--- src/rtl/pdma_pkg.sv ---
package pdma_pkg;

   typedef enum logic [1:0] {
      ST_IDLE  = 2'd0,
      ST_READY = 2'd1,
      ST_HOLD  = 2'd2
   } pdma_state_t;

   typedef struct packed {
      logic irq_en;
      logic wide;
      logic dir;
      logic en;
   } pdma_ctrl_t;

   localparam int CTRL_EN_BIT    = 0;
   localparam int CTRL_DIR_BIT   = 1;
   localparam int CTRL_WIDE_BIT  = 2;
   localparam int CTRL_IRQEN_BIT = 3;
   localparam int CTRL_CLR_BIT   = 4;
   localparam int CTRL_PEND_BIT  = 5;

endpackage

--- src/rtl/pdma_regs.sv ---
module pdma_regs
   import pdma_pkg::*;
#(
   parameter int REG_W  = 16,
   parameter int ADDR_W = 32,
   parameter int CFG_AW = 3
) (
   input  logic              clk,
   input  logic              rst_n,
   input  logic              cfg_wr,
   input  logic [CFG_AW-1:0] cfg_addr,
   input  logic [REG_W-1:0]  cfg_wdata,
   output logic [REG_W-1:0]  cfg_rdata,
   input  logic              done,
   output pdma_ctrl_t        ctrl,
   output logic [ADDR_W-1:0] start_addr,
   output logic [ADDR_W-1:0] stop_addr,
   output logic              irq
);

   localparam int PARTS = ADDR_W / REG_W;

   if (ADDR_W % REG_W != 0) begin : g_bad_split
      $error("pdma_regs: ADDR_W must be a multiple of REG_W");
   end
   if ((2 * PARTS + 1) > (1 << CFG_AW)) begin : g_bad_cfg
      $error("pdma_regs: CFG_AW too small for the register count");
   end
   if (REG_W <= CTRL_PEND_BIT) begin : g_bad_regw
      $error("pdma_regs: REG_W too narrow for the control word");
   end

   logic [REG_W-1:0] start_q [PARTS];
   logic [REG_W-1:0] stop_q  [PARTS];
   pdma_ctrl_t       ctrl_q;
   logic             pend_q;
   logic             ctrl_sel;
   logic             unused_wdata;

   assign ctrl_sel     = cfg_wr && (cfg_addr == CFG_AW'(0));
   assign unused_wdata = ^cfg_wdata;

   always_ff @(posedge clk or negedge rst_n) begin
      if (!rst_n) begin
         ctrl_q <= '0;
      end else begin
         if (ctrl_sel) begin
            ctrl_q.en     <= cfg_wdata[CTRL_EN_BIT];
            ctrl_q.dir    <= cfg_wdata[CTRL_DIR_BIT];
            ctrl_q.wide   <= cfg_wdata[CTRL_WIDE_BIT];
            ctrl_q.irq_en <= cfg_wdata[CTRL_IRQEN_BIT];
         end
         if (done) begin
            ctrl_q.en <= 1'b0;
         end
      end
   end

   always_ff @(posedge clk or negedge rst_n) begin
      if (!rst_n) begin
         pend_q <= 1'b0;
      end else if (done && ctrl_q.irq_en) begin
         pend_q <= 1'b1;
      end else if (ctrl_sel && cfg_wdata[CTRL_CLR_BIT]) begin
         pend_q <= 1'b0;
      end
   end

   for (genvar p = 0; p < PARTS; p++) begin : g_part
      always_ff @(posedge clk or negedge rst_n) begin
         if (!rst_n) begin
            start_q[p] <= '0;
         end else if (cfg_wr && (cfg_addr == CFG_AW'(1 + p))) begin
            start_q[p] <= cfg_wdata;
         end
      end
      always_ff @(posedge clk or negedge rst_n) begin
         if (!rst_n) begin
            stop_q[p] <= '0;
         end else if (cfg_wr && (cfg_addr == CFG_AW'(1 + PARTS + p))) begin
            stop_q[p] <= cfg_wdata;
         end
      end
      assign start_addr[p*REG_W +: REG_W] = start_q[p];
      assign stop_addr[p*REG_W +: REG_W]  = stop_q[p];
   end

   always_comb begin
      cfg_rdata = '0;
      if (cfg_addr == CFG_AW'(0)) begin
         cfg_rdata[CTRL_EN_BIT]    = ctrl_q.en;
         cfg_rdata[CTRL_DIR_BIT]   = ctrl_q.dir;
         cfg_rdata[CTRL_WIDE_BIT]  = ctrl_q.wide;
         cfg_rdata[CTRL_IRQEN_BIT] = ctrl_q.irq_en;
         cfg_rdata[CTRL_PEND_BIT]  = pend_q;
      end
      for (int p = 0; p < PARTS; p++) begin
         if (cfg_addr == CFG_AW'(1 + p))         cfg_rdata = start_q[p];
         if (cfg_addr == CFG_AW'(1 + PARTS + p)) cfg_rdata = stop_q[p];
      end
   end

   assign ctrl = ctrl_q;
   assign irq  = pend_q;

   // pending only rises at the end of a run that had interrupts enabled
   assert_irq_gated_R8: assert property (@(posedge clk) disable iff (!rst_n)
      $rose(pend_q) |-> $past(ctrl_q.irq_en) && $past(done));

endmodule

--- src/rtl/pdma_addr_ctr.sv ---
module pdma_addr_ctr #(
   parameter int ADDR_W = 32
) (
   input  logic              clk,
   input  logic              rst_n,
   input  logic              load,
   input  logic              advance,
   input  logic              wide,
   input  logic [ADDR_W-1:0] start_addr,
   input  logic [ADDR_W-1:0] stop_addr,
   output logic [ADDR_W-1:0] addr,
   output logic              last
);

   if (ADDR_W < 2) begin : g_bad_aw
      $error("pdma_addr_ctr: ADDR_W must be at least 2");
   end

   logic [ADDR_W-1:0] addr_q;
   logic [ADDR_W-1:0] step;

   assign step = wide ? ADDR_W'(2) : ADDR_W'(1);

   always_ff @(posedge clk or negedge rst_n) begin
      if (!rst_n) begin
         addr_q <= '0;
      end else if (load) begin
         addr_q <= start_addr;
      end else if (advance) begin
         addr_q <= addr_q + step;
      end
   end

   assign addr = addr_q;
   assign last = (addr_q >= stop_addr);

   // the counter never loads and advances in the same cycle
   assert_no_load_adv_R6: assert property (@(posedge clk) disable iff (!rst_n)
      !(load && advance));

endmodule

--- src/rtl/pdma_hs_fsm.sv ---
module pdma_hs_fsm
   import pdma_pkg::*;
#(
   parameter int BUS_W = 16
) (
   input  logic             clk,
   input  logic             rst_n,
   input  logic             en,
   input  logic             dir,
   input  logic             wide,
   input  logic             last,
   input  logic             wr_n,
   input  logic             rd_n,
   input  logic [BUS_W-1:0] din,
   input  logic [BUS_W-1:0] mem_rdata,
   output logic             req,
   output logic             load,
   output logic             advance,
   output logic             done,
   output logic             mem_we,
   output logic             mem_re,
   output logic [BUS_W-1:0] mem_wdata,
   output logic [BUS_W-1:0] dout,
   output logic             oe
);

   localparam int LOW_W = BUS_W / 2;

   if (BUS_W % 2 != 0 || BUS_W < 2) begin : g_bad_bus
      $error("pdma_hs_fsm: BUS_W must be even and at least 2");
   end

   pdma_state_t      st_q, st_d;
   logic [BUS_W-1:0] lane_mask;
   logic [BUS_W-1:0] dout_q;
   logic             take_wr, take_rd, released;

   for (genvar i = 0; i < BUS_W; i++) begin : g_lane
      if (i < LOW_W) begin : g_low
         assign lane_mask[i] = 1'b1;
      end else begin : g_high
         assign lane_mask[i] = wide;
      end
   end

   assign take_wr  = (st_q == ST_READY) && en && !dir && !wr_n;
   assign take_rd  = (st_q == ST_READY) && en &&  dir && !rd_n;
   assign released = wr_n && rd_n;

   always_comb begin
      st_d    = st_q;
      load    = 1'b0;
      advance = 1'b0;
      done    = 1'b0;
      unique case (st_q)
         ST_IDLE: begin
            if (en) begin
               load = 1'b1;
               st_d = ST_READY;
            end
         end
         ST_READY: begin
            if (!en)                  st_d = ST_IDLE;
            else if (take_wr || take_rd) st_d = ST_HOLD;
         end
         ST_HOLD: begin
            if (released) begin
               if (!en) begin
                  st_d = ST_IDLE;
               end else if (last) begin
                  done = 1'b1;
                  st_d = ST_IDLE;
               end else begin
                  advance = 1'b1;
                  st_d    = ST_READY;
               end
            end
         end
         default: st_d = ST_IDLE;
      endcase
   end

   always_ff @(posedge clk or negedge rst_n) begin
      if (!rst_n) st_q <= ST_IDLE;
      else        st_q <= st_d;
   end

   always_ff @(posedge clk or negedge rst_n) begin
      if (!rst_n)       dout_q <= '0;
      else if (take_rd) dout_q <= mem_rdata & lane_mask;
   end

   assign req       = (st_q == ST_READY) && en;
   assign mem_we    = take_wr;
   assign mem_re    = take_rd;
   assign mem_wdata = din & lane_mask;
   assign dout      = dout_q;
   assign oe        = (st_q == ST_HOLD) && dir;

   // a single access per strobe
   assert_one_access_R5: assert property (@(posedge clk) disable iff (!rst_n)
      (mem_we || mem_re) |=> !(mem_we || mem_re));

   // request withdrawn right after an access
   assert_req_drops_R5: assert property (@(posedge clk) disable iff (!rst_n)
      (mem_we || mem_re) |=> !req);

   // read data is driven only while a read strobe is being serviced
   assert_oe_after_read_R4: assert property (@(posedge clk) disable iff (!rst_n)
      $rose(oe) |-> $past(mem_re));

endmodule

--- src/rtl/pdma_engine.sv ---
module pdma_engine
   import pdma_pkg::*;
#(
   parameter int BUS_W  = 16,
   parameter int ADDR_W = 32,
   parameter int CFG_AW = 3
) (
   input  logic              clk,
   input  logic              rst_n,
   input  logic              cfg_wr,
   input  logic [CFG_AW-1:0] cfg_addr,
   input  logic [BUS_W-1:0]  cfg_wdata,
   output logic [BUS_W-1:0]  cfg_rdata,
   output logic              per_req,
   input  logic              per_wr_n,
   input  logic              per_rd_n,
   input  logic [BUS_W-1:0]  per_din,
   output logic [BUS_W-1:0]  per_dout,
   output logic              per_oe,
   output logic [ADDR_W-1:0] mem_addr,
   output logic              mem_we,
   output logic              mem_re,
   output logic [BUS_W-1:0]  mem_wdata,
   input  logic [BUS_W-1:0]  mem_rdata,
   output logic              irq
);

   localparam int HALF_W = BUS_W / 2;

   pdma_ctrl_t        ctrl;
   logic [ADDR_W-1:0] start_addr, stop_addr;
   logic              load, advance, done, last;

   pdma_regs #(
      .REG_W  (BUS_W),
      .ADDR_W (ADDR_W),
      .CFG_AW (CFG_AW)
   ) u_regs (
      .clk        (clk),
      .rst_n      (rst_n),
      .cfg_wr     (cfg_wr),
      .cfg_addr   (cfg_addr),
      .cfg_wdata  (cfg_wdata),
      .cfg_rdata  (cfg_rdata),
      .done       (done),
      .ctrl       (ctrl),
      .start_addr (start_addr),
      .stop_addr  (stop_addr),
      .irq        (irq)
   );

   pdma_addr_ctr #(
      .ADDR_W (ADDR_W)
   ) u_addr (
      .clk        (clk),
      .rst_n      (rst_n),
      .load       (load),
      .advance    (advance),
      .wide       (ctrl.wide),
      .start_addr (start_addr),
      .stop_addr  (stop_addr),
      .addr       (mem_addr),
      .last       (last)
   );

   pdma_hs_fsm #(
      .BUS_W (BUS_W)
   ) u_fsm (
      .clk       (clk),
      .rst_n     (rst_n),
      .en        (ctrl.en),
      .dir       (ctrl.dir),
      .wide      (ctrl.wide),
      .last      (last),
      .wr_n      (per_wr_n),
      .rd_n      (per_rd_n),
      .din       (per_din),
      .mem_rdata (mem_rdata),
      .req       (per_req),
      .load      (load),
      .advance   (advance),
      .done      (done),
      .mem_we    (mem_we),
      .mem_re    (mem_re),
      .mem_wdata (mem_wdata),
      .dout      (per_dout),
      .oe        (per_oe)
   );

   // no request while the run is off
   assert_req_needs_en_R2: assert property (@(posedge clk) disable iff (!rst_n)
      !ctrl.en |-> !per_req);

   // no memory access while the run is off
   assert_quiet_when_off_R10: assert property (@(posedge clk) disable iff (!rst_n)
      !ctrl.en |-> !(mem_we || mem_re));

   // upper byte stays zero in narrow mode
   assert_narrow_upper_R9: assert property (@(posedge clk) disable iff (!rst_n)
      (mem_we && !ctrl.wide) |-> (mem_wdata[BUS_W-1:HALF_W] == '0));

   // a finished run drops its own enable
   assert_done_clears_en_R7: assert property (@(posedge clk) disable iff (!rst_n)
      done |=> !ctrl.en);

endmodule

--- config.mk ---
export PLATFORM = sky130hd
export DESIGN_NAME = pdma_engine
export DESIGN_NICKNAME = d
export VERILOG_FILES = /design/src/rtl/pdma_pkg.sv /design/src/rtl/pdma_regs.sv /design/src/rtl/pdma_addr_ctr.sv /design/src/rtl/pdma_hs_fsm.sv /design/src/rtl/pdma_engine.sv
export SDC_FILE = /design/constraint.sdc
export NUM_CORES = 1
export LEC_CHECK = 0
export BUFFER_PORTS_ARGS = -buffer_cell sky130_fd_sc_hd__buf_4
export CORE_MARGIN = 5
export CORE_UTILIZATION = 50
export CTS_BUF_LIST = sky130_fd_sc_hd__clkbuf_8
export DETAILED_ROUTE_END_ITERATION = 12
export GPL_TIMING_DRIVEN = 0
export HOLD_SLACK_MARGIN = 0.15
export PLACE_DENSITY = 0.74
export SYNTH_ARGS = -nofsm -noshare
export SYNTH_HDL_FRONTEND = slang
export SYNTH_SLANG_ARGS = --single-unit
--- constraint.sdc ---
create_clock -name clk -period 3.1 [get_ports clk]
set_input_delay 0.62 -clock clk [delete_from_list [all_inputs] [get_ports clk]]
set_output_delay 0.62 -clock clk [all_outputs]
set_load 0.005 [all_outputs]
==> metrics.txt <==
Post-Place Cells=1,025; Root Driver=clkbuf_8; critical path class=reg2reg; Placement Rows=42; post-synthesis mux area share=10.75%; Die Y=126.8 um; via/cell ratio=5.948; Data arrival, critical path=3.35 ns; Slew @ Worst Pin=0.7090 ns; CTS tree=yes; fraction of layout cells with a size suffix above 1=29.89%; Power Density=774.8 mW/mm^2; CTS clk-pin slew, worst paths=0.07 ns; Starting Density=51.31%; Area Growth Syn to Fin=26.39%; Syn Inst Count=718; Fin. Hold Viols=0; Setup WS pre-CTS=-1.108 ns; Fill cells=1,110; DRC violations left=0; Final min period=3.008 ns; Synth Warn #=0; Unique masters post-synth=56; Critical Path Start Type=register; die area=0.01608 sq mm; Final period util=97.03%; largest net degree at the start of global routing=80; CORE AREA=0.01330 sq mm; largest area contributor in the netlist=dfrtp_1; Worst Path Required=3.44 ns; initial antenna violation count=0; worst relative slew slack=52.74%; max-cap violations=0; Area contributors post-synth=dfrtp_1 (44%), mux2_2 (8.3%), ha_1 (6.2%); switching power of the nets=2.562 mW; TritonRoute pass-1 iters=6; status=finished clean; DR vias=6,341; Synth Area in Compound Gates=16.73%; Post-Route Skew=0.01010 ns; post-detailed-route count of antenna-violating nets=0; Internal Power=4.119 mW; Syn Nets=809; VDD IR max=437.3 uV; clock power share=21.0%; grt ovf=0; EDFF count, synth=0; syn_area_per_cell=9.501 sq um; Final Wtd Congestion=0.9003; I/O Buffers=130; crit end category=register; post-synthesis adder-cell area fraction=6.530%; clock buffer depth=2; xor-xnor portion of the synthesized cell area=0%; overall power=6.680 mW; DP Area=0.008049 sq mm; vias in the first global route=6,196; largest family of logic cells by synthesized area=compound AO/OA/AOI/OAI gates; peak fanout along the critical path=10; Avg WL per Cell=19.63 um; Ports=141; layout net count=968; post-synthesis instance area=0.006822 sq mm; register area share after synthesis=43.65%; global-route wire length before repair=32,500 um; Comb pwr share=39.6%; Post-Route WL=20,920 um; Final WS setup=0.09208 ns; Clock Sink Count=119; dpl hpwl=15,600 um; ANT cells=0; Iter 0 DRT Violations=635; Num CTS Buffers=17; switch share=38.35%; fmax=332.5 MHz; RSZ-0062 raised after global routing=false; Pins Over Slew Limit=0; Seq cells post-synth=119; top-area cell type share of the netlist area=43.65%; CTS HTree Levels=4; ys async rst share=100.0%; Leak Pwr=3.979 nW; worst skew pair latency=0.46 ns; setup violators final=0; Final Instance Area=0.008622 sq mm; Flop pwr share=39.3%; post-synthesis simple-gate area fraction=16.64%; gr usage total=25.80%; Non-Filler Instances=1,066; Main synth FF type=dfrtp_1; Die Width=126.8 um; hold crit path type=in2reg
## per-layer routing
metal / vias to the layer above / routed length, um / global-route usage (%)
met3: 46 / 1960 / 6.599
met4: 0 / 696 / 10.91
met5: - / 0 / 0
met2: 302 / 9675 / 40.38
met1: 3105 / 8590 / 34.13
li1: 2888 / - / -
## cells by family after synthesis
| logic type | after synthesis |
|---|---|
| adder cells (fa/ha/maj) | 35 |
| AO/OA/AOI/OAI | 173 |
| buffers and inverters | 95 |
| multiplexers | 67 |
| flip-flops | 119 |
| AND/OR/NAND/NOR | 229 |
## Yosys cell counts, types with 5 or more instances
| library cell | n |
|---|---|
| o22ai_1 | 12 |
| mux2i_1 | 17 |
| buf_4 | 8 |
| a221o_1 | 16 |
| or2_2 | 8 |
| nand2_1 | 103 |
| nor3_1 | 8 |
| nor2b_1 | 7 |
| mux2_2 | 50 |
| o21ai_0 | 49 |
| ha_1 | 34 |
| nand2b_1 | 9 |
| a211oi_1 | 6 |
| a22oi_1 | 19 |
| clkbuf_1 | 33 |
| nor2_1 | 21 |
| inv_1 | 51 |
| nand3_1 | 17 |
| or3_1 | 7 |
| and2_1 | 14 |
| a21oi_1 | 36 |
| dfrtp_1 | 119 |
| o21a_1 | 5 |
| nand4_1 | 10 |
## sequential cells by signal (all words and copies together), names as in the netlist
name and count:
u_addr.addr 32, u_fsm.dout 16, u_regs.stop_addr 32, u_regs.ctrl 4
u_regs.irq 1, u_regs.start_addr 32, u_fsm.st_q 2
## per-stage QoR
step / setup TNS, ns / utilization [%] / hold WS [ns]
2_1_floorplan: 0 / - / 0.3244
3_3_place_gp: -8.925 / 60.30 / 0.4627
3_5_place_dp: -11.74 / 60.54 / 0.4629
4_1_cts: 0 / 64.38 / 0.3406
5_1_grt: 0 / 64.85 / 0.3467
6_report: 0 / 64.85 / 0.3539
## cell type report
type                    count  area, sq um  area share, %
plain buffers              43        214.0          2.481
clock buffers              24        330.3          3.831
clock inverters             8        68.82         0.7981
inverters                  52        197.7          2.293
multi-input cells         504         3535          41.00
flip-flops and latches    119         2979          34.55
well taps                 176        220.2          2.554
repair buffers            140         1077          12.49
## worst max-delay path, cell delays in order, from the launching register on
cell	delay (ns)
dfrtp_2	0.42
inv_1	0.08
ha_1	0.29
nand2b_1	0.15
a2111o_1	0.44
a311oi_2	0.36
a31oi_2	0.20
nor2_2	0.17
a21oi_1	0.13
clkbuf_2	0.28
a221o_2	0.38
## cell usage in the layout, fill, tap and decap left out, drive strengths merged, types with 12 or more instances in the layout
cell type / count
nand3: 17
a22oi: 19
nand2: 103
o21ai: 49
a21oi: 36
mux2: 50
o22ai: 12
dfrtp: 119
buf: 152
nor2: 21
a221o: 18
and2: 14
ha: 34
clkbuf: 54
inv: 52
mux2i: 17
## power by group through the flow
stage          Clock (mW)  Combinational [mW]  Sequential (mW)
2_1_floorplan           0                1.44             2.49
3_3_place_gp            0                2.45             2.60
3_5_place_dp            0                2.55             2.63
4_1_cts              1.42                2.61             2.60
5_1_grt              1.49                2.95             2.69
6_report             1.40                2.65             2.63
## timing repair
item | CTS | global route
endpoints found under the setup margin | 41 | 25
hold buffers | 1 | 0
buffers inserted | 6 | 2
gates resized for setup | 18 | 16
hold endpoints to repair | 40 | 0
pin swaps | 4 | 6
## worst paths after layout
kind / startpoint / end / slack (ns) / depth (start not counted)
worst max-delay path: u_addr.addr[0] / u_addr.addr[31] / 0.09 / 10
worst min-delay path: mem_rdata[6] / u_fsm.dout[6] / 0.35 / 3
worst max register to register: u_addr.addr[0] / u_addr.addr[31] / 0.09 / 10
worst min register to register: u_fsm.dout[0] / u_fsm.dout[0] / 0.47 / 2
max in group asynchronous: rst_n / u_addr.addr[10] / 1.74 / 3
min in group asynchronous: rst_n / u_fsm.st_q[0] / 0.64 / 2
(Power assumes the default switching activity.)
